## src/rtl/sysctl_pkg.sv

```systemverilog
// sysctl_pkg: shared constants for the system control register bank.
// Assumes a 32-bit data bus and word-aligned register offsets.
package sysctl_pkg;

    localparam int DATA_W = 32;
    localparam int ADDR_W = 12;
    localparam int WIDX_W = ADDR_W - 2;

    localparam logic [15:0] UNLOCK_KEY = 16'hA05F;

    // Word indices (byte offset / 4) that software relies on.
    localparam logic [WIDX_W-1:0] W_ID        = 10'h000; // 0x00
    localparam logic [WIDX_W-1:0] W_LED       = 10'h002; // 0x08
    localparam logic [WIDX_W-1:0] W_LOCK      = 10'h008; // 0x20
    localparam logic [WIDX_W-1:0] W_CFG0      = 10'h00A; // 0x28
    localparam logic [WIDX_W-1:0] W_CFG1      = 10'h00B; // 0x2C
    localparam logic [WIDX_W-1:0] W_VFLG_SET  = 10'h00C; // 0x30
    localparam logic [WIDX_W-1:0] W_VFLG_CLR  = 10'h00D; // 0x34
    localparam logic [WIDX_W-1:0] W_NVFLG_SET = 10'h00E; // 0x38
    localparam logic [WIDX_W-1:0] W_NVFLG_CLR = 10'h00F; // 0x3C
    localparam logic [WIDX_W-1:0] W_RSTCTL    = 10'h010; // 0x40
    localparam logic [WIDX_W-1:0] W_CONST_ONE = 10'h011; // 0x44
    localparam logic [WIDX_W-1:0] W_TICK      = 10'h017; // 0x5C
    localparam logic [WIDX_W-1:0] W_PROC0     = 10'h021; // 0x84
    localparam logic [WIDX_W-1:0] W_PROC1     = 10'h022; // 0x88

    localparam logic [DATA_W-1:0] PROC1_VALUE = 32'hFF00_0000;

    // Board-variant codes that own a reset trigger.
    localparam logic [11:0] VAR_OLDEST = 12'h100;
    localparam logic [11:0] VAR_LATE_A = 12'h178;
    localparam logic [11:0] VAR_LATE_B = 12'h182;

    typedef enum logic [1:0] {
        TRIG_NONE = 2'd0,
        TRIG_BIT8 = 2'd1,
        TRIG_BIT2 = 2'd2
    } trig_mode_e;

    // Maps a board variant onto its reset-trigger behaviour.
    function automatic trig_mode_e trig_mode_of(input logic [11:0] variant);
        if (variant == VAR_OLDEST) begin
            return TRIG_BIT8;
        end else if (variant == VAR_LATE_A || variant == VAR_LATE_B) begin
            return TRIG_BIT2;
        end
        return TRIG_NONE;
    endfunction

endpackage

```

## src/rtl/sysctl_lock.sv

```systemverilog
// sysctl_lock: 16-bit lock register with a magic unlock key.
// Stores the key unchanged; any other value is stored with bit 15 cleared,
// which can never equal the key (key bit 15 is 1). Assumes KEY[15] == 1.
module sysctl_lock #(
    parameter logic [15:0] KEY = 16'hA05F
) (
    input  logic        clk,
    input  logic        rst_n,
    input  logic        wr_i,
    input  logic [15:0] wdata_i,
    output logic [15:0] lock_o,
    output logic        unlocked_o
);

    logic [15:0] lock_q;

    // Lock storage: key kept as is, other values stored with bit 15 dropped.
    always_ff @(posedge clk) begin
        if (!rst_n) begin
            lock_q <= '0;
        end else if (wr_i) begin
            lock_q <= (wdata_i == KEY) ? wdata_i : {1'b0, wdata_i[14:0]};
        end
    end

    assign lock_o     = lock_q;
    assign unlocked_o = (lock_q == KEY);

    // a wrong value always leaves the block locked.
    p_wrong_key_locks_r2: assert property (@(posedge clk) disable iff (!rst_n)
        (wr_i && wdata_i != KEY) |=> !unlocked_o);

    // the key always unlocks.
    p_key_unlocks_r2: assert property (@(posedge clk) disable iff (!rst_n)
        (wr_i && wdata_i == KEY) |=> unlocked_o);

endmodule

```

## src/rtl/sysctl_flagreg.sv

```systemverilog
// sysctl_flagreg: flag register with separate set and clear strobes.
// KEEP_ON_RESET selects a variant whose contents survive the block reset.
// Assumes set and clear are never asserted together (distinct addresses).
module sysctl_flagreg #(
    parameter int W             = 32,
    parameter bit KEEP_ON_RESET = 1'b0
) (
    input  logic         clk,
    input  logic         rst_n,
    input  logic         set_i,
    input  logic         clr_i,
    input  logic [W-1:0] data_i,
    output logic [W-1:0] flags_o
);

    logic [W-1:0] flags_q;

    generate
        if (KEEP_ON_RESET) begin : g_keep
            // Non-volatile flags: set/clear only, untouched by reset.
            always_ff @(posedge clk) begin
                if (set_i) begin
                    flags_q <= flags_q | data_i;
                end else if (clr_i) begin
                    flags_q <= flags_q & ~data_i;
                end
            end
        end else begin : g_volatile
            // Volatile flags: cleared by reset, otherwise set/clear.
            always_ff @(posedge clk) begin
                if (!rst_n) begin
                    flags_q <= '0;
                end else if (set_i) begin
                    flags_q <= flags_q | data_i;
                end else if (clr_i) begin
                    flags_q <= flags_q & ~data_i;
                end
            end
        end
    endgenerate

    assign flags_o = flags_q;

    // after a set, every requested bit reads as one.
    p_set_sticks_r6: assert property (@(posedge clk) disable iff (!rst_n)
        set_i |=> ((flags_o & $past(data_i)) == $past(data_i)));

    // after a clear, every requested bit reads as zero.
    p_clear_sticks_r7: assert property (@(posedge clk) disable iff (!rst_n)
        (clr_i && !set_i) |=> ((flags_o & $past(data_i)) == '0));

endmodule

```

## src/rtl/sysctl_tick.sv

```systemverilog
// sysctl_tick: free-running counter advanced by a clock-enable divider.
// The counter steps once every DIV cycles; DIV == 1 steps every cycle.
module sysctl_tick #(
    parameter int DIV = 2,
    parameter int CW  = 32
) (
    input  logic          clk,
    input  logic          rst_n,
    output logic [CW-1:0] count_o
);

    localparam int DCW = (DIV > 1) ? $clog2(DIV) : 1;

    logic          step;
    logic [CW-1:0] count_q;

    generate
        if (DIV > 1) begin : g_div
            logic [DCW-1:0] div_q;
            // Prescaler: wraps at DIV-1 and raises the step enable there.
            always_ff @(posedge clk) begin
                if (!rst_n) begin
                    div_q <= '0;
                end else if (div_q == DCW'(DIV - 1)) begin
                    div_q <= '0;
                end else begin
                    div_q <= div_q + 1'b1;
                end
            end
            assign step = (div_q == DCW'(DIV - 1));
        end else begin : g_nodiv
            assign step = 1'b1;
        end
    endgenerate

    // Tick counter: advances on each enable.
    always_ff @(posedge clk) begin
        if (!rst_n) begin
            count_q <= '0;
        end else if (step) begin
            count_q <= count_q + 1'b1;
        end
    end

    assign count_o = count_q;

    // the counter only ever moves forward by one.
    p_tick_step_r10: assert property (@(posedge clk) disable iff (!rst_n)
        (count_o != $past(count_o)) |-> (count_o == $past(count_o) + 1'b1));

endmodule

```

## src/rtl/sysctl_regbank.sv

```systemverilog
// sysctl_regbank: memory-mapped system control registers with a
// lock-protected reset-control register. The reset-trigger behaviour is
// resolved at elaboration from ID_WORD[27:16]. Reads are combinational;
// writes land on the rising edge where wr_en_i is high. Addresses with
// nonzero low bits decode to nothing.
module sysctl_regbank
    import sysctl_pkg::*;
#(
    parameter logic [31:0] ID_WORD  = 32'h0100_0000,
    parameter logic [31:0] PROC_ID  = 32'h0000_0000,
    parameter int          LED_W    = 8,
    parameter int          TICK_DIV = 2
) (
    input  logic              clk,
    input  logic              rst_n,
    input  logic              wr_en_i,
    input  logic [ADDR_W-1:0] addr_i,
    input  logic [DATA_W-1:0] wdata_i,
    output logic [DATA_W-1:0] rdata_o,
    output logic [LED_W-1:0]  led_o,
    output logic              sys_rst_req_o
);

    localparam trig_mode_e MODE = trig_mode_of(ID_WORD[27:16]);

    logic              aligned;
    logic [WIDX_W-1:0] widx;
    logic              wr_ok;
    logic [15:0]       lock_val;
    logic              unlocked;
    logic [LED_W-1:0]  led_q;
    logic [DATA_W-1:0] cfg0_q;
    logic [DATA_W-1:0] cfg1_q;
    logic [DATA_W-1:0] vflags;
    logic [DATA_W-1:0] nvflags;
    logic [DATA_W-1:0] rstctl_val;
    logic [DATA_W-1:0] tick_val;
    logic              req_d;
    logic              req_q;

    assign aligned = (addr_i[1:0] == 2'b00);
    assign widx    = addr_i[ADDR_W-1:2];
    assign wr_ok   = wr_en_i && aligned;

    sysctl_lock #(.KEY(UNLOCK_KEY)) u_lock (
        .clk        (clk),
        .rst_n      (rst_n),
        .wr_i       (wr_ok && widx == W_LOCK),
        .wdata_i    (wdata_i[15:0]),
        .lock_o     (lock_val),
        .unlocked_o (unlocked)
    );

    sysctl_flagreg #(.W(DATA_W), .KEEP_ON_RESET(1'b0)) u_vflags (
        .clk     (clk),
        .rst_n   (rst_n),
        .set_i   (wr_ok && widx == W_VFLG_SET),
        .clr_i   (wr_ok && widx == W_VFLG_CLR),
        .data_i  (wdata_i),
        .flags_o (vflags)
    );

    sysctl_flagreg #(.W(DATA_W), .KEEP_ON_RESET(1'b1)) u_nvflags (
        .clk     (clk),
        .rst_n   (rst_n),
        .set_i   (wr_ok && widx == W_NVFLG_SET),
        .clr_i   (wr_ok && widx == W_NVFLG_CLR),
        .data_i  (wdata_i),
        .flags_o (nvflags)
    );

    sysctl_tick #(.DIV(TICK_DIV), .CW(DATA_W)) u_tick (
        .clk     (clk),
        .rst_n   (rst_n),
        .count_o (tick_val)
    );

    // Plain read/write storage: LED and the two configuration words.
    always_ff @(posedge clk) begin
        if (!rst_n) begin
            led_q  <= '0;
            cfg0_q <= '0;
            cfg1_q <= '0;
        end else if (wr_ok) begin
            if (widx == W_LED)  led_q  <= wdata_i[LED_W-1:0];
            if (widx == W_CFG0) cfg0_q <= wdata_i;
            if (widx == W_CFG1) cfg1_q <= wdata_i;
        end
    end

    generate
        if (MODE == TRIG_NONE) begin : g_rstctl_absent
            assign rstctl_val = '0;
            assign req_d      = 1'b0;
        end else begin : g_rstctl
            localparam int TRIG_BIT = (MODE == TRIG_BIT8) ? 8 : 2;
            logic              accept;
            logic [DATA_W-1:0] rstctl_q;

            assign accept = wr_ok && (widx == W_RSTCTL) && unlocked;

            // Reset-control storage: updated only by an unlocked write.
            always_ff @(posedge clk) begin
                if (!rst_n) begin
                    rstctl_q <= '0;
                end else if (accept) begin
                    rstctl_q <= wdata_i;
                end
            end

            assign rstctl_val = rstctl_q;
            assign req_d      = accept && wdata_i[TRIG_BIT];

            // a locked write leaves reset-control unchanged.
            p_rstctl_locked_r3: assert property (@(posedge clk) disable iff (!rst_n)
                (wr_ok && widx == W_RSTCTL && !unlocked) |=> $stable(rstctl_q));
        end
    endgenerate

    // Reset request: one registered cycle after the triggering write.
    always_ff @(posedge clk) begin
        if (!rst_n) begin
            req_q <= 1'b0;
        end else begin
            req_q <= req_d;
        end
    end

    assign sys_rst_req_o = req_q;
    assign led_o         = led_q;

    // Read return: combinational select on the word index.
    always_comb begin
        rdata_o = '0;
        if (aligned) begin
            case (widx)
                W_ID:        rdata_o = ID_WORD;
                W_LED:       rdata_o = DATA_W'(led_q);
                W_LOCK:      rdata_o = DATA_W'(lock_val);
                W_CFG0:      rdata_o = cfg0_q;
                W_CFG1:      rdata_o = cfg1_q;
                W_VFLG_SET:  rdata_o = vflags;
                W_NVFLG_SET: rdata_o = nvflags;
                W_RSTCTL:    rdata_o = rstctl_val;
                W_CONST_ONE: rdata_o = DATA_W'(1);
                W_TICK:      rdata_o = tick_val;
                W_PROC0:     rdata_o = PROC_ID;
                W_PROC1:     rdata_o = PROC1_VALUE;
                default:     rdata_o = '0;
            endcase
        end
    end

    // a reset request is only ever raised from the unlocked state.
    p_req_needs_key_r4: assert property (@(posedge clk) disable iff (!rst_n)
        sys_rst_req_o |-> $past(unlocked));

    // the request output is low in the cycle after a reset.
    p_req_low_after_reset_r8: assert property (@(posedge clk)
        !rst_n |=> !sys_rst_req_o);

endmodule

```

## config.mk

```make
export PLATFORM = sky130hd
export DESIGN_NAME = sysctl_regbank
export DESIGN_NICKNAME = d
export VERILOG_FILES = /design/src/rtl/sysctl_pkg.sv /design/src/rtl/sysctl_lock.sv /design/src/rtl/sysctl_flagreg.sv /design/src/rtl/sysctl_tick.sv /design/src/rtl/sysctl_regbank.sv
export SDC_FILE = /design/constraint.sdc
export NUM_CORES = 1
export LEC_CHECK = 0
export ABC_AREA = 1
export ABC_CLOCK_PERIOD_IN_PS = 2700
export BUFFER_PORTS_ARGS = -buffer_cell sky130_fd_sc_hd__buf_2
export CORE_MARGIN = 2
export CORE_UTILIZATION = 41
export CTS_BUF_LIST = sky130_fd_sc_hd__clkbuf_16
export CTS_CLUSTER_DIAMETER = 40
export CTS_CLUSTER_SIZE = 14
export DETAILED_ROUTE_END_ITERATION = 12
export GPL_ROUTABILITY_DRIVEN = 0
export SYNTH_ARGS = -nofsm -noshare
export SYNTH_HDL_FRONTEND = slang
export SYNTH_SLANG_ARGS = --single-unit
export TNS_END_PERCENT = 30
```

## constraint.sdc

```tcl
create_clock -name clk -period 2.7 [get_ports clk]
set_input_delay 0.135 -clock clk [delete_from_list [all_inputs] [get_ports clk]]
set_output_delay 0.135 -clock clk [all_outputs]
set_load 0.05 [all_outputs]
```

==> qor.yml <==
run_status:
  status: "completed"
setup_path:
  cp_data_arrival_time_ns: 2.14
  critPathKind: "in2out"
  startpoint: "addr_i[8]"
  rrSetupSlack_ns: 0.83
  required_ns: 2.57
  rr_worst_depth: 8
  cp_max_fo: 22
  worst_setup_path_end_kind: "output port"
  rr_startpoint: "u_tick.count_o[0]"
  r2r-end: "u_tick.count_o[14]"
  cp-start-kind: "primary input"
yosys:
  syn_area_um2: 10300
  yosys_most_used_dff: "dfxtp_1"
  synth_compound_area_share_pct: 14.1
  synth_top_area_share_pct: 36.1
  synth_top_family_by_area: "simple AND/OR/NAND/NOR gates"
  synthSimpleGateAreaFrac_pct: 32.1
  synth_cell_types: 36
  synthesis.nets: 1522
  ys_seq_elements: 218
  synth_xor_area_share_pct: 0.595
  synth_edf_count: 32
  async_reset_ff_share_pct: 0
  syn_area_per_cell_um2: 6.99
  synth.area.top_cells: "dfxtp_1, nand2_1, nor2_1, edfxtp_1, a21oi_1"
  yosys-top-cells-count: "nand2_1, nor2_1, dfxtp_1"
  synthAdderAreaFrac_pct: 0.121
  synthMuxAreaShare_pct: 0
  yosysTopAreaCell: "dfxtp_1"
  ys.warnings.count: 0
  netlist_instances: 1474
  synth_most_common_cell: "nand2_1"
  yosysSeqAreaShare_pct: 45.4
grt:
  gr-total-overflow: 0
  antenna_found_initial: 2
  grt_pass1_vias: 9539
  track_usage_pct: 25.1
  grt_pass1_wl_mm: 52.0
  grt_max_degree: 72
placement:
  io_buffers: 87
  dp_cells: 1850
  post_dp_cell_area_um2: 11100
  dp_hpwl_mm: 21.2
cells_and_area:
  design_area_um2: 12700
  synthToLayoutAreaGrowth_pct: 23.2
  n_fill_cell: 2488
  nNetsFinal: 1640
  drive_gt1_share_pct: 13.8
  fin_cells: 1953
  seq_area_um2: 4680
  multi_input_area_um2: 4850
floorplanning:
  die_h_um: 163
  coreArea_um2: 25000
  die_area_um2: 26400
  pin_count: 88
  die_x_um: 163
  initial_core_util_pct: 41.3
  rows: 58
sta:
  fin_crit_ns: 2.27
  fmax_ghz: 0.440
  setup-tns-final_ns: 0
  skew_ns: 0.0166
  hold_ws_ns: 0.104
  finalCritPeriodShare_pct: 84.1
  tightestPinTransition_ns: 0.734
  hold_viol_final: 0
  rsz0062_at_grt: "false"
  setup_violations: 0
  finalMaxSlewViolations: 0
  slew_headroom_pct: 50.6
hold_path:
  hold_start: "rst_n"
  min_path_cells: 3
  whs_endpoint: "g_rstctl.rstctl_q[11]"
  min_path_type: "in2reg"
drt:
  drt_iter0_markers: 701
  dr.pass1.iters: 6
  via_per_inst: 5.23
  antenna_left: 0
  drt-total-wl_mm: 33.0
  drc: 0
  vias: 10200
  routedWlPerCell_um: 16.9
clocking:
  cts_setup_buffers: 0
  htreeDepth: 2
  clock_latency_ns: 0.52
  clk_pin_slew_ns: 0.06
  cts_tree: "yes"
  cts_buffer_depth: 3
  cts_sinks: 218
  root_buffer: "clkbuf_16"
  cts_inserted_buffers: 37
power:
  cellPowerDensity_nw_per_um2: 652
  ir_worst_vdd_uv: 399
  p_leak_nw: 5.08
  finalPower_mw: 8.27
run:
  maxCapViolCount: 0
## metrics by stage
stage	util, %	setup WS, ns
6_report	50.9	0.429
5_1_grt	50.9	0.260
4_1_cts	50.8	0.466
3_5_place_dp	44.5	0.473
3_3_place_gp	44.5	0.489
2_1_floorplan	-	0.467
## power breakdown
group | internal [mW] | switching (mW) | total [mW]
combinational | 0.0990 | 0.195 | 0.294
clock | 2.88 | 1.80 | 4.68
sequential | 3.29 | 0.00514 | 3.29
## metal layers
layer | track usage (%) | vias up | wire [um]
li1 | - | 5089 | -
met1 | 35.0 | 4715 | 15000
met2 | 40.0 | 354 | 14900
met3 | 3.57 | 61 | 2250
met4 | 8.93 | 0 | 790
met5 | 0 | - | 0
## worst max-delay path: stages
cell and delay (ns):
buf_2 0.11, inv_1 0.04, nand2_1 0.09, nor2_2 0.42, nand2_1 0.19, nor2_1 0.13
nor2_1 0.06, nand3_1 0.09, nand2_1 0.08, buf_4 0.25, nor2_1 0.21, buf_2 0.31
## how the worst max path moves through the flow
| stage | endpoint | slack (ns) |
|---|---|---|
| 6_report | rdata_o[31] | 0.43 |
| 5_1_grt | rdata_o[23] | 0.26 |
| 4_1_cts | rdata_o[31] | 0.47 |
| 3_5_place_dp | g_rstctl.rstctl_q[24] | 0.47 |
| 3_3_place_gp | rdata_o[31] | 0.49 |
| 2_1_floorplan | flop | 0.47 |
## cells by family after synthesis
kind of cell    count (synthesis)
fa+ha+maj                       1
flops                         218
simple gates                  778
xor+xnor                        7
buf+inv                       186
compound gates                284
## layout by cell type, fill, tap and decap left out, types with 2 or more instances in the layout
cell type and instances:
buf_12 5, clkinv_2 6, clkinvlp_4 6, nand2_2 3, buf_4 29, inv_1 105
o21ai_1 36, o21ai_0 102, clkbuf_16 39, inv_2 8, nor3_2 3, inv_8 4
nand3_1 88, a21oi_1 131, o211ai_1 10, nor2_4 8, xor2_1 5, nor3b_1 2
edfxtp_1 32, nor3_1 18, nor2_2 10, clkinv_4 2, buf_2 86, diode_2 2
inv_6 5, nand3_2 2, inv_4 3, bufinv_16 2, nor4_1 4, nand4_1 44
xnor2_1 2, dfxtp_1 186, nor2_1 268, nand2_1 325, dlygate4sd3_1 33
## repair_timing
item                       in CTS  in global routing
hold endpoints to repair       67                  0
hold buffers                   33                  0
setup endpoints to repair       0                  0
resized for setup               0                  0
## final cells by class
class | instances | share of cell area [%]
antenna | 2 | 0.0394
clock inverter | 29 | 2.08
multi-input combinational | 1070 | 38.2
timing repair buffer | 153 | 8.50
inverter | 112 | 3.31
sequential | 218 | 36.9
tap | 330 | 3.25
clock buffer | 39 | 7.69
(Power assumes the default switching activity.)
